<file path="src/rtl/i2c_stat_reg.sv">
module i2c_stat_reg #(
  parameter int DW = 8
) (
  input  logic          clk,
  input  logic          rst,
  input  logic          ev_tx_start,
  input  logic          ev_ack_end,
  input  logic          ack_lvl,
  input  logic          ev_bus_coll,
  input  logic          ev_gcall,
  input  logic          ev_addr10,
  input  logic          ev_stop,
  input  logic          ev_start,
  input  logic          ev_addr_match,
  input  logic          rw_in,
  input  logic          ev_rx_byte,
  input  logic [DW-1:0] rx_data,
  input  logic          rx_rd,
  input  logic          tx_wr,
  input  logic [DW-1:0] tx_data,
  input  logic          tx_busy,
  input  logic          ev_tx_load,
  input  logic          sw_wr,
  input  logic [15:0]   sw_wdata,
  output logic [DW-1:0] rx_hold,
  output logic [DW-1:0] tx_hold,
  output logic [15:0]   stat
);

  logic nack_q, txip_q, bcol_q, gc_q, a10_q, wcol_q, rov_q, da_q;
  logic stp_q, sta_q, rw_q, rbf_q, tbf_q;

  wire tx_ok  = tx_wr & ~tx_busy & ~tbf_q;
  wire tx_col = tx_wr & (tx_busy | tbf_q);
  wire rx_ok  = ev_rx_byte & (~rbf_q | rx_rd);
  wire rx_ovf = ev_rx_byte & rbf_q & ~rx_rd;
  wire clr_bc = sw_wr & ~sw_wdata[10];
  wire clr_wc = sw_wr & ~sw_wdata[7];
  wire clr_ov = sw_wr & ~sw_wdata[6];

  always_ff @(posedge clk) begin
    if (rst) begin
      {nack_q, txip_q, bcol_q, gc_q, a10_q, wcol_q, rov_q} <= '0;
      {da_q, stp_q, sta_q, rw_q, rbf_q, tbf_q} <= '0;
      rx_hold <= '0;
      tx_hold <= '0;
    end else begin
      if (ev_ack_end) nack_q <= ack_lvl;
      if (ev_tx_start) txip_q <= 1'b1;
      else if (ev_ack_end) txip_q <= 1'b0;

      if (ev_bus_coll) bcol_q <= 1'b1;
      else if (clr_bc) bcol_q <= 1'b0;

      if (ev_gcall) gc_q <= 1'b1;
      else if (ev_stop) gc_q <= 1'b0;
      if (ev_addr10) a10_q <= 1'b1;
      else if (ev_stop) a10_q <= 1'b0;

      if (tx_col) wcol_q <= 1'b1;
      else if (clr_wc) wcol_q <= 1'b0;
      if (rx_ovf) rov_q <= 1'b1;
      else if (clr_ov) rov_q <= 1'b0;

      if (ev_addr_match) da_q <= 1'b0;
      else if (tx_ok | rx_ok) da_q <= 1'b1;

      if (ev_stop) begin
        stp_q <= 1'b1;
        sta_q <= 1'b0;
      end else if (ev_start) begin
        stp_q <= 1'b0;
        sta_q <= 1'b1;
      end

      if (ev_addr_match) rw_q <= rw_in;
      else if (ev_stop) rw_q <= 1'b0;

      if (rx_ok) begin
        rbf_q   <= 1'b1;
        rx_hold <= rx_data;
      end else if (rx_rd) rbf_q <= 1'b0;

      if (tx_ok) begin
        tbf_q   <= 1'b1;
        tx_hold <= tx_data;
      end else if (ev_tx_load) tbf_q <= 1'b0;
    end
  end

  assign stat = {nack_q, txip_q, 3'b000, bcol_q, gc_q, a10_q,
                 wcol_q, rov_q, da_q, stp_q, sta_q, rw_q, rbf_q, tbf_q};

  a_r2_unimpl_zero: assert property (@(posedge clk) disable iff (rst)
    stat[13:11] == 3'b000);

  a_r6_start_stop_excl: assert property (@(posedge clk) disable iff (rst)
    !(stat[4] && stat[3]));

  a_r5_stop_clears_gc: assert property (@(posedge clk) disable iff (rst)
    (ev_stop && !ev_gcall) |=> !stat[9]);

  a_r4_no_spurious_bcol: assert property (@(posedge clk) disable iff (rst)
    (!stat[10] && !ev_bus_coll) |=> !stat[10]);

  a_r11_overflow_keeps: assert property (@(posedge clk) disable iff (rst)
    (stat[1] && ev_rx_byte && !rx_rd) |=> (stat[6] && $stable(rx_hold)));

  a_r9_collision_drops: assert property (@(posedge clk) disable iff (rst)
    (tx_wr && (tx_busy || stat[0])) |=> (stat[7] && $stable(tx_hold)));

endmodule

</file>
<file path="config.mk">
export PLATFORM = sky130hd
export DESIGN_NAME = i2c_stat_reg
export DESIGN_NICKNAME = d
export VERILOG_FILES = /design/src/rtl/i2c_stat_reg.sv
export SDC_FILE = /design/constraint.sdc
export NUM_CORES = 1
export LEC_CHECK = 0
export BUFFER_PORTS_ARGS = -buffer_cell sky130_fd_sc_hd__buf_2
export CAP_MARGIN = 40
export CORE_ASPECT_RATIO = 0.75
export CORE_UTILIZATION = 35
export CTS_BUF_LIST = sky130_fd_sc_hd__clkbuf_16
export CTS_CLUSTER_SIZE = 40
export DETAILED_ROUTE_END_ITERATION = 12
export PLACE_DENSITY_LB_ADDON = 0.1
export SLEW_MARGIN = 20
export SYNTH_ARGS = -nofsm -noshare
export SYNTH_HDL_FRONTEND = slang
export SYNTH_SLANG_ARGS = --single-unit
</file>
<file path="constraint.sdc">
create_clock -name clk -period 1.3 [get_ports clk]
set_input_delay 0.065 -clock clk [delete_from_list [all_inputs] [get_ports clk]]
set_output_delay 0.065 -clock clk [all_outputs]
set_load 0.03 [all_outputs]
</file>
## After elaboration in Yosys (flattened, before gate mapping)

Index checks and enable logic that the tools add are counted.

- Bitwise gates (word level): 19
- Muxes and demuxes: 18
- Reduce and logical (&&, ||, !) cells: 12

Operators with widths:

| operator | count |
|---|---|
| $reduce_bool 2->1 | 10 |
| $mux 1 | 18 |
| $and 1x1->1 | 9 |
| $not 1->1 | 7 |
| $reduce_or 2->1 | 2 |
| $or 1x1->1 | 3 |

- Output and inout bits: 32
- Bits in registers: 29
- Bits of input ports: 50
- Word-level logic and storage cells: 64

## Logic depth before layout (Yosys ltp)

Gate-level depths: netlist of run 1.

- Depth in word-level cells: 4
- Gate-level depth with buffers: 4
- Gate-level depth less buffers: 3

## Least setup slack after synthesis of run 1

OpenSTA, ideal clock, no wires.

- Kind: reg-to-reg
- Start: reg tbf_q
- End: reg tx_hold[0]
- Required time: 1.183 ns
- Data arrival time: 0.887 ns
- Library setup time: 0.117 ns
- Path slack: 0.296 ns
- Period minus slack after synthesis: 1.004 ns
- Buffers on the path: 1
- Cell stages (with the launch flop): 5
- Path through: dfxtp_1 -> nor3b_2 -> buf_6 -> mux2i_1 -> nor2_1

- Longest elaborated chain between the ends: 2

RTL lines:

| what | line | text |
|---|---|---|
| start: declaration | 31 | `logic stp_q, sta_q, rw_q, rbf_q, tbf_q;` |
| start signal: assignment | 44 | `{da_q, stp_q, sta_q, rw_q, rbf_q, tbf_q} <= '0;` |
| start signal: assignment | 85 | `tbf_q <= 1'b1;` |
| start signal: assignment | 87 | `end else if (ev_tx_load) tbf_q <= 1'b0;` |
| $not 1->1 | 33 | `wire tx_ok = tx_wr & ~tx_busy & ~tbf_q;` |
| $and 1x1->1 | 33 |  |
| end signal: assignment | 86 | `tx_hold <= tx_data;` |
| end: declaration | 26 | `output logic [DW-1:0] tx_hold,` |

No other way between the ends.
A chain may end at the register's enable or synchronous reset.

## Worst setup path in the final report of run 1

Ends and elaborated chain as after synthesis.

==> results of run 1 <==
critical path: stages (launching register included):
cell,delay [ns]
dfxtp_1,0.33
nor3b_2,0.18
buf_4,0.22
mux2i_1,0.21
nor2_1,0.05
placed cells by master (no fill, tap or decap), drive strengths merged:
| master | n |
|---|---|
| a211oi | 1 |
| a21oi | 18 |
| and2b | 1 |
| buf | 67 |
| clkbuf | 5 |
| clkinv | 1 |
| conb | 3 |
| dfxtp | 29 |
| dlygate4sd3 | 1 |
| inv | 7 |
| mux2i | 9 |
| nand2 | 1 |
| nand2b | 2 |
| nand3 | 8 |
| nor2 | 15 |
| nor3 | 2 |
| nor3b | 2 |
| o21ai | 12 |
stage by stage:
| step | area [um2] | util (%) | total power [W] | std cells | hold slack [ns] |
|---|---|---|---|---|---|
| finish | 1540 | 50.7 | 0.00232 | 222 | 0.00470 |
| global route | 1540 | 50.7 | 0.00243 | 222 | 0.00915 |
| CTS | 1540 | 50.7 | 0.00236 | 222 | 0.00190 |
| detailed placement | 1400 | 46.0 | 0.00132 | 214 | 0.270 |
| global placement | 1400 | 46.0 | 0.00131 | 214 | 0.268 |
| floorplan | 1170 | - | 0.00124 | 131 | 0.144 |
cells by family after synthesis:
logic type      Yosys count  synth area share, %
simple gates             31                 12.9
flops                    29                 50.1
compound gates           31                 13.6
other cells               1                0.323
mux                       9                 7.77
buf+inv                  28                 15.3
what timing repair did:
action	in CTS	in global routing
setup endpoints to repair	0	0
hold endpoints to repair	1	0
gates resized for setup	0	0
hold buffers	1	0
metal layers:
layer  up-vias  GRT usage (%)
met5         -              0
met4         0           10.4
met3         8           5.92
met2        38           23.9
met1       437           16.2
li1        518              -
worst paths after layout:
check / depth (start not counted) / end / from / slack [ns]
max reg2reg: 4 / tx_hold[0] / tbf_q / 0.17
min: 2 / da_q / ev_addr_match / 0.005
max: 4 / tx_hold[0] / tbf_q / 0.17
min reg2reg: 2 / stp_q / stp_q / 0.47
area by class of cell:
cell class / instances / area, um2 / share of cell area (%)
Clock buffer: 5 / 125 / 8.11
Clock inverter: 2 / 7.51 / 0.487
Inverter: 6 / 22.5 / 1.46
Multi-Input combinational cell: 74 / 409 / 26.5
Sequential cell: 29 / 581 / 37.6
Tap cell: 38 / 47.5 / 3.08
Timing Repair Buffer: 68 / 350 / 22.7
power by group through the flow:
stage / Clock [W] / Combinational, W / Sequential (W)
floorplan: 0 / 0.000202 / 0.00103
global route: 0.00109 / 0.000366 / 0.000971
global placement: 0 / 0.000331 / 0.000980
CTS: 0.00106 / 0.000339 / 0.000966
detailed placement: 0 / 0.000336 / 0.000982
finish: 0.00101 / 0.000335 / 0.000967
==> results by group, run 1 <==
STA
  – Slew headroom: 66.1%
  – Final hold violations: 0
  – Max Clock Freq: 888 MHz
  – Final setup margin: 0.174 ns
  – Crit path time final: 1.13 ns
  – Unrepaired setup endpoints after global routing: false
  – Setup TNS: 0 ns
  – Final Cycle Share: 86.6%
  – Max Slew Vio Count: 0
  – Final setup violation count: 0
  – Clk_skew: 0.00259 ns
  – Least-Margin Pin Slew: 0.508 ns

Detailed routing
  – Routed met2 length: 1080 um
  – DRC Markers: 0
  – Met1 WL: 1120 um
  – Final ANT Viol Nets: 0
  – Routed WL: 2460 um
  – WL met3: 199 um
  – Top Layer Used: met4
  – Vias: 1001
  – 1st-pass router iterations: 3
  – Initial DRC count: 31
  – Average vias per placed instance: 4.51
  – Wire per inst: 11.1 um

Worst setup path
  – Critical Path Start Type: flop
  – Crit path arrival time: 1.26 ns
  – CP Capture Type: flop
  – Critical Path RT: 1.43 ns
  – Critical path type: flop to flop
  – Max Fanout on Critical Path: 10

Global routing
  – Largest net degree at the start of global routing: 30
  – Total congestion overflow: 0
  – Total Routing Usage GR: 15.0%
  – First-pass GRT wire length: 3650 um
  – Initial antenna violation count: 0
  – Vias in the first global route: 862

Pwr
  – Power Internal: 0.00174 W
  – Lkg Pwr: 0.777 nW
  – Worst vdd ir: 0.810 mV
  – Psw: 0.000574 W
  – Combinational Power Share: 14.5%
  – Sequential share of power: 41.7%
  – Power per Cell Area: 1500 nW/um2
  – Clk pwr share: 43.8%
  – Switch share: 24.8%

Floorplanning
  – Die area: 3550 um2
  – Cell row count: 17
  – Top Ports: 82
  – Effective utilization at floorplan: 38.1%
  – Core area: 3040 um2
  – Die H: 51.9 um
  – Die width: 68.5 um

Logic synthesis
  – Post-synth top area share: 50.1%
  – Leading post-synthesis cells by cell area: dfxtp_1, buf_4, a21oi_1
  – Yosys top cell by area: dfxtp_1
  – Commonest cells post-synth: dfxtp_1, a21oi_1, buf_4
  – Synth Register Bits: 29
  – Register area share after synthesis: 50.1%
  – Mapped Cells: 129
  – Mean Syn Cell Area: 8.99 um2
  – Number of flops mapped to enable cells by yosys: 0
  – Yosys warns: 0
  – Yosys cell types: 19
  – Top-count cell post-synth: dfxtp_1
  – Async set-reset flop share out of synthesis: 0%
  – Netlist Area Pre-Place: 1160 um2
  – Leading register cell type out of synthesis: dfxtp_1

Layout
  – Largest regs: rx_hold: 8 flops, tx_hold: 8 flops
  – Final net count: 234
  – Diode count: 0
  – Share of layout cells above drive strength 1: 39.7%
  – Fill cells: 309
  – P&R area growth vs syn: 33.0%

Placement
  – Dpl hpwl: 1840 um
  – Final GP Congestion: 0.652
  – Port bufs: 65
  – Setup WS pre-CTS: 0.171 ns

Clock network
  – Clock slew at reported path FFs: 0.05 ns
  – CTS buffer count: 5
  – Postcts setup bufs: 0
  – CTS Buffer Depth: 2
  – H-tree lvl count: 2
  – CTS Root Cell: clkbuf_16
  – Clock Latency Late Sink: 0.27 ns
  – Clk sink count: 29
  – CTS tree: done

Job
  – Max-cap violations: 0

Outcome
  – Outcome: complete, no violations

Min path
  – Hold Crit Class: input pin to flop
No activity file was read; power rests on OpenSTA's default activity.
==> run 2: changes to the inputs <==
- SETUP_SLACK_MARGIN: not set -> 0.15
- clock period: 1.3 -> 1.4 ns (I/O delays scaled with it)
==> run 2 against run 1 <==
Net effect: maximum frequency up 2.7%; clock skew grew 0.00058 ns; critical path depth unchanged; hold slack better by 0.011 ns; flip-flop and latch count unchanged; register-to-register slack gained 0.13 ns; clock power decreased by 8%; largest cell class unchanged.
==> results by group, run 2 (same netlist as run 1, synthesis figures left out) <==
Global routing
  – Initial antenna violation count: 0 (unchanged)
  – First-pass GRT wire length: 3640 um (was 3650 um)
  – Vias in the first global route: 895 (was 862)
  – Total Routing Usage GR: 14.7% (was 15.0%)
  – Largest net degree at the start of global routing: 30 (unchanged)
  – Total congestion overflow: 0 (unchanged)

Clock network
  – H-tree lvl count: 2 (unchanged)
  – CTS tree: done (unchanged)
  – Clock slew at reported path FFs: 0.04 ns (was 0.05 ns)
  – Clk sink count: 29 (unchanged)
  – CTS Buffer Depth: 2 (unchanged)
  – CTS Root Cell: clkbuf_16 (unchanged)
  – Postcts setup bufs: 0 (unchanged)
  – CTS buffer count: 5 (unchanged)
  – Clock Latency Late Sink: 0.26 ns (was 0.27 ns)

Detailed routing
  – Wire per inst: 11.0 um (was 11.1 um)
  – Vias: 1022 (was 1001)
  – 1st-pass router iterations: 4 (was 3)
  – Initial DRC count: 24 (was 31)
  – Final ANT Viol Nets: 0 (unchanged)
  – Average vias per placed instance: 4.62 (was 4.51)
  – DRC Markers: 0 (unchanged)
  – Routed WL: 2430 um (was 2460 um)

Worst setup path
  – Reg-to-reg slack, setup: 0.30 ns (was 0.17 ns)
  – Critical path type: flop to flop (unchanged)
  – Critical Path Start: tbf_q (unchanged)
  – R2R depth: 4 (unchanged)
  – Max Fanout on Critical Path: 10 (unchanged)
  – Buffers plus inverters on the worst setup path: 1 (unchanged)
  – CP Capture Type: flop (unchanged)
  – Critical Path RT: 1.53 ns (was 1.43 ns)
  – Crit path capture: tx_hold[3] (was tx_hold[0])
  – Crit path arrival time: 1.23 ns (was 1.26 ns)
  – Levels on crit path: 4 (unchanged)
  – Crit path cell chain: nor3b_2 > buf_6 > mux2i_1 > nor2_1 (was nor3b_2 > buf_4 > mux2i_1 > nor2_1)
  – Critical Path Start Type: flop (unchanged)
  – CP max stage cell: dfxtp_1 (unchanged)
  – Crit-path leading delay family: flip-flops (unchanged)
  – Crit-path max cell delay: 0.33 ns (about the same)
  – Launching point of the worst reg2reg path: tbf_q (unchanged)
  – FF-to-FF End: tx_hold[3] (was tx_hold[0])

Layout
  – Fill cells: 308 (was 309)
  – Share of layout cells above drive strength 1: 39.3% (was 39.7%)
  – Area of the multi-input gates: 409 um2 (unchanged)
  – Total area of sequential cells: 581 um2 (unchanged)
  – P&R area growth vs syn: 32.7% (was 33.0%)
  – Diode count: 0 (unchanged)
  – Cell area after layout: 1540 um2 (about the same)
  – Final net count: 233 (was 234)
  – Leading cell type in the layout, fill and taps excluded: buf_2 (unchanged)
  – Largest regs: rx_hold: 8 flops, tx_hold: 8 flops (unchanged)
  – Commonest cells after routing, fill and taps aside: buf_2, dfxtp_1, a21oi_1 (unchanged)

Floorplanning
  – Core area: 3040 um2 (unchanged)
  – Die area: 3550 um2 (unchanged)
  – Top Ports: 82 (unchanged)
  – Effective utilization at floorplan: 38.1% (unchanged)
  – Die width: 68.5 um (unchanged)
  – Die H: 51.9 um (unchanged)
  – Cell row count: 17 (unchanged)

STA
  – Final hold violations: 0 (unchanged)
  – Setup TNS: 0 ns (unchanged)
  – Crit path time final: 1.10 ns (was 1.13 ns)
  – Max Slew Vio Count: 0 (unchanged)
  – Unrepaired setup endpoints after global routing: false (unchanged)
  – Final setup margin: 0.304 ns (was 0.174 ns)
  – Clk_skew: 0.00317 ns (was 0.00259 ns)
  – Final Cycle Share: 78.3% (was 86.6%)
  – Max Clock Freq: 912 MHz (was 888 MHz)
  – Final setup violation count: 0 (unchanged)

Job
  – Max-cap violations: 0 (unchanged)

Pwr
  – Worst vdd ir: 0.711 mV (was 0.810 mV)
  – Lkg Pwr: 0.774 nW (was 0.777 nW)
  – Psw: 0.000523 W (was 0.000574 W)
  – Power per Cell Area: 1390 nW/um2 (was 1500 nW/um2)
  – Sequential share of power: 42.0% (was 41.7%)
  – Switch share: 24.4% (was 24.8%)
  – Clk pwr share: 43.6% (was 43.8%)
  – Combinational Power Share: 14.5% (about the same)
  – Power Internal: 0.00162 W (was 0.00174 W)

Outcome
  – Outcome: complete, no violations (unchanged)

Placement
  – Dpl hpwl: 1830 um (was 1840 um)
  – Port bufs: 65 (unchanged)
  – Setup WS pre-CTS: 0.277 ns (was 0.171 ns)
  – Final GP Congestion: 0.651 (was 0.652)
  – Area after DPL: 1390 um2 (was 1400 um2)

Min path
  – Worst Hold Launch: ev_tx_start (was ev_addr_match)
  – Hold Crit Class: input pin to flop (unchanged)
[run 2: cell count changes in the layout (fill, tap and decap cells not counted)]
cell	before	now
buf_6	0	1
buf_4	2	0
[run 2: cell type report]
cell class | count | area share [%]
multi-input combinational | 74 | 26.6
tap | 38 | 3.09
sequential | 29 | 37.7
inverter | 6 | 1.46
clock inverter | 2 | 0.488
clock buffer | 5 | 8.13
timing repair buffer | 67 | 22.5
[run 2: repair_timing]
| item | in CTS | in global routing |
|---|---|---|
| hold buffers | 1 | 0 |
| gates resized for setup | 0 | 1 |
| setup endpoints to repair | 0 | 1 |
| endpoints found under the hold margin | 1 | 0 |
[run 2: metrics by stage]
| stage | utilization [%] | cells | power [W] | hold slack [ns] |
|---|---|---|---|---|
| 2_1_floorplan | - | 131 | 0.00115 | 0.149 |
| 3_3_place_gp | 45.8 | 213 | 0.00121 | 0.273 |
| 3_5_place_dp | 45.8 | 213 | 0.00122 | 0.271 |
| 4_1_cts | 50.5 | 221 | 0.00218 | 0.00851 |
| 5_1_grt | 50.6 | 221 | 0.00225 | 0.0142 |
| 6_report | 50.6 | 221 | 0.00214 | 0.0155 |
[run 2: worst min path at each step]
stage / cells after the start / to
5_1_grt: 3 / txip_q
6_report: 3 / txip_q
3_3_place_gp: 2 / sta_q
3_5_place_dp: 2 / sta_q
4_1_cts: 3 / a10_q
2_1_floorplan: 1 / da_q
[run 2: worst min-delay path: cells and delay by family]
family	cells	cell delay [ns]
AOI/OAI and AO/OA	1	0.03
buffers and inverters	1	0.07
and+or+nand+nor	1	0.06
[run 2: power groups by stage]
stage	logic (W)	clock network (W)	registers (W)
after floorplan	0.000188	0	0.000960
after global placement	0.000305	0	0.000910
after detailed placement	0.000309	0	0.000913
after CTS	0.000312	0.000968	0.000898
after global routing	0.000339	0.00100	0.000902
final	0.000310	0.000932	0.000898
[run 2: routing by layer]
layer  global-route usage, %  part of all wire [%]
met5                       0                     0
met4                    9.38                   1.4
met3                    6.14                   8.2
met2                    23.9                    47
met1                    15.5                    43
==> run 3: changes to the inputs <==
- clock period: 1.4 -> 1.1 ns (I/O delays scaled with it)
==> run 3 against run 2 <==
Net effect: total power is 32% higher; routed wire length is 13% higher; hold slack worse by 0.0068 ns; die area did not move; largest cell class unchanged; clock power grew 32%; final area grew 8.9%; critical path depth unchanged; combinational power rose by 44%.
==> results by group, run 3 (same netlist as run 1, synthesis figures left out) <==
STA
  – Worst hold margin: 0.00870 ns (was 0.0155 ns)
  – Least-Margin Pin Slew: 0.522 ns
  – Slew headroom: 65.2%
  – Crit path time final: 1.08 ns (was 1.10 ns)
  – Final setup violation count: 0 (unchanged)
  – Final Cycle Share: 98.1% (was 78.3%)
  – Unrepaired setup endpoints after global routing: true (was false)
  – Final hold violations: 0 (unchanged)
  – Max Clock Freq: 926 MHz (was 912 MHz)
  – Clk_skew: 0.00349 ns (was 0.00317 ns)
  – Max Slew Vio Count: 0 (unchanged)

Clock network
  – H-tree lvl count: 2 (unchanged)
  – Clock Latency Late Sink: 0.26 ns (about the same)
  – Clock slew at reported path FFs: 0.05 ns (was 0.04 ns)
  – CTS buffer count: 5 (unchanged)
  – Clk sink count: 29 (unchanged)
  – CTS Buffer Depth: 2 (unchanged)
  – CTS Root Cell: clkbuf_16 (unchanged)
  – CTS tree: done (unchanged)

Layout
  – P&R area growth vs syn: 44.4% (was 32.7%)
  – Total area of sequential cells: 583 um2 (was 581 um2)
  – Cell area after layout: 1680 um2 (was 1540 um2)
  – Area of the multi-input gates: 459 um2 (was 409 um2)
  – Leading cell type in the layout, fill and taps excluded: buf_2 (unchanged)
  – Commonest cells after routing, fill and taps aside: buf_2, dfxtp_1, a21oi_1 (unchanged)
  – Share of layout cells above drive strength 1: 47.2% (was 39.3%)
  – Final net count: 242 (was 233)
  – Final std cells w/o fill: 231 (was 221)
  – Largest regs: rx_hold: 8 flops, tx_hold: 8 flops (unchanged)
  – Fill cells: 296 (was 308)
  – Diode count: 0 (unchanged)

Worst setup path
  – Launching point of the worst reg2reg path: tbf_q (unchanged)
  – FF-to-FF End: tx_hold[4] (was tx_hold[3])
  – Critical Path Start: tbf_q (unchanged)
  – Crit path arrival time: 1.21 ns (was 1.23 ns)
  – Crit path cell chain: nor3b_4 > buf_6 > mux2i_1 > nor2_1 (was nor3b_2 > buf_6 > mux2i_1 > nor2_1)
  – Max Fanout on Critical Path: 5 (was 10)
  – CP Capture Type: flop (unchanged)
  – Levels on crit path: 4 (unchanged)
  – Critical Path Start Type: flop (unchanged)
  – Buffers plus inverters on the worst setup path: 1 (unchanged)
  – Crit-path max cell delay: 0.33 ns (about the same)
  – Reg-to-reg slack, setup: 0.02 ns (was 0.30 ns)
  – CP max stage cell: dfxtp_2 (was dfxtp_1)
  – R2R depth: 4 (unchanged)
  – Crit-path leading delay family: flip-flops (unchanged)
  – Crit path capture: tx_hold[4] (was tx_hold[3])
  – Critical Path RT: 1.23 ns (was 1.53 ns)
  – Critical path type: flop to flop (unchanged)

Detailed routing
  – Routed met2 length: 1360 um (was 1140 um)
  – Routed WL: 2730 um (was 2430 um)
  – Met1 WL: 1200 um (was 1050 um)
  – 1st-pass router iterations: 4 (unchanged)
  – Average vias per placed instance: 4.61 (was 4.62)
  – Initial DRC count: 10 (was 24)
  – Final ANT Viol Nets: 0 (unchanged)
  – Top Layer Used: met4 (unchanged)
  – WL met3: 163 um (was 200 um)
  – DRC Markers: 0 (unchanged)
  – Vias: 1066 (was 1022)
  – Wire per inst: 11.8 um (was 11.0 um)

Pwr
  – Power Internal: 0.00211 W (was 0.00162 W)
  – Switch share: 25.5% (was 24.4%)
  – Sequential share of power: 40.6% (was 42.0%)
  – Clk pwr share: 43.6% (about the same)
  – Combinational Power Share: 15.8% (was 14.5%)
  – Psw: 0.000720 W (was 0.000523 W)
  – Lkg Pwr: 0.835 nW (was 0.774 nW)
  – Power per Cell Area: 1690 nW/um2 (was 1390 nW/um2)
  – Worst vdd ir: 0.939 mV (was 0.711 mV)

Placement
  – Final GP Congestion: 0.604 (was 0.651)
  – Placed Cells incl. Taps: 216 (was 213)
  – Port bufs: 65 (unchanged)
  – Dpl hpwl: 1840 um (was 1830 um)
  – Area after DPL: 1420 um2 (was 1390 um2)

Outcome
  – Outcome: complete, no violations (unchanged)

Global routing
  – Vias in the first global route: 959 (was 895)
  – First-pass GRT wire length: 3990 um (was 3640 um)
  – Largest net degree at the start of global routing: 30 (unchanged)
  – Total congestion overflow: 0 (unchanged)
  – Total Routing Usage GR: 16.0% (was 14.7%)
  – Initial antenna violation count: 0 (unchanged)

Floorplanning
  – Die area: 3550 um2 (unchanged)
  – Die width: 68.5 um (unchanged)
  – Effective utilization at floorplan: 38.1% (unchanged)
  – Cell row count: 17 (unchanged)
  – Core area: 3040 um2 (unchanged)
  – Top Ports: 82 (unchanged)
  – Die H: 51.9 um (unchanged)

Job
  – Max-cap violations: 0 (unchanged)

Min path
  – Hold Crit Class: input pin to flop (unchanged)
## run 3: worst reg2reg max path, cell delays in order, from the launching register on
cell     delay (ns)
dfxtp_2        0.33
nor3b_4        0.20
buf_6          0.16
mux2i_1        0.20
nor2_1         0.06
## run 3: cell type report
cell class | count | share of cell area, %
timing repair buffer | 75 | 25.3
multi-input combinational | 75 | 27.4
inverter | 6 | 1.34
sequential | 29 | 34.8
tap | 38 | 2.84
clock buffer | 5 | 7.47
clock inverter | 3 | 0.822
## run 3: power by group through the flow
stage	Sequential, W	Combinational, W	Clock, W
after floorplan	0.00122	0.000239	0
after global placement	0.00116	0.000396	0
after detailed placement	0.00116	0.000403	0
after CTS	0.00114	0.000423	0.00127
after global routing	0.00115	0.000486	0.00133
final	0.00115	0.000447	0.00123
## run 3: metal layers
metal | up-vias | GRT usage (%)
met1 | 488 | 16.8
met4 | 0 | 7.29
met3 | 2 | 5.92
met2 | 37 | 28.1
met5 | - | 0
li1 | 539 | -
## run 3: how the worst min path moves through the flow
| stage | start | end | slack, ns | depth (start not counted) |
|---|---|---|---|---|
| after floorplan | ev_addr_match | da_q | 0.13 | 1 |
| after detailed placement | ev_stop | sta_q | 0.26 | 2 |
| after global placement | ev_addr10 | a10_q | 0.26 | 3 |
| after global routing | ev_addr10 | a10_q | 0.01 | 3 |
| final | ev_addr10 | a10_q | 0.009 | 3 |
| after CTS | ev_addr10 | a10_q | 0.0008 | 3 |
## run 3: what timing repair did
action / CTS / global route
endpoints found under the hold margin: 4 / 0
hold buffers: 4 / 0
cloned: 1 / 1
endpoints found under the setup margin: 17 / 18
gates resized for setup: 9 / 18
setup buffers: 0 / 1
## run 3: through the flow
stage,utilization [%],setup slack [ns],setup TNS [ns],total power [W]
final,55.1,0.0205,0,0.00283
after floorplan,-,0.121,0,0.00146
after global routing,55.1,-0.0468,-0.168,0.00297
after detailed placement,46.6,-0.00382,-0.00382,0.00156
after CTS,53.1,0.0105,0,0.00284
after global placement,46.6,0.0470,0,0.00155
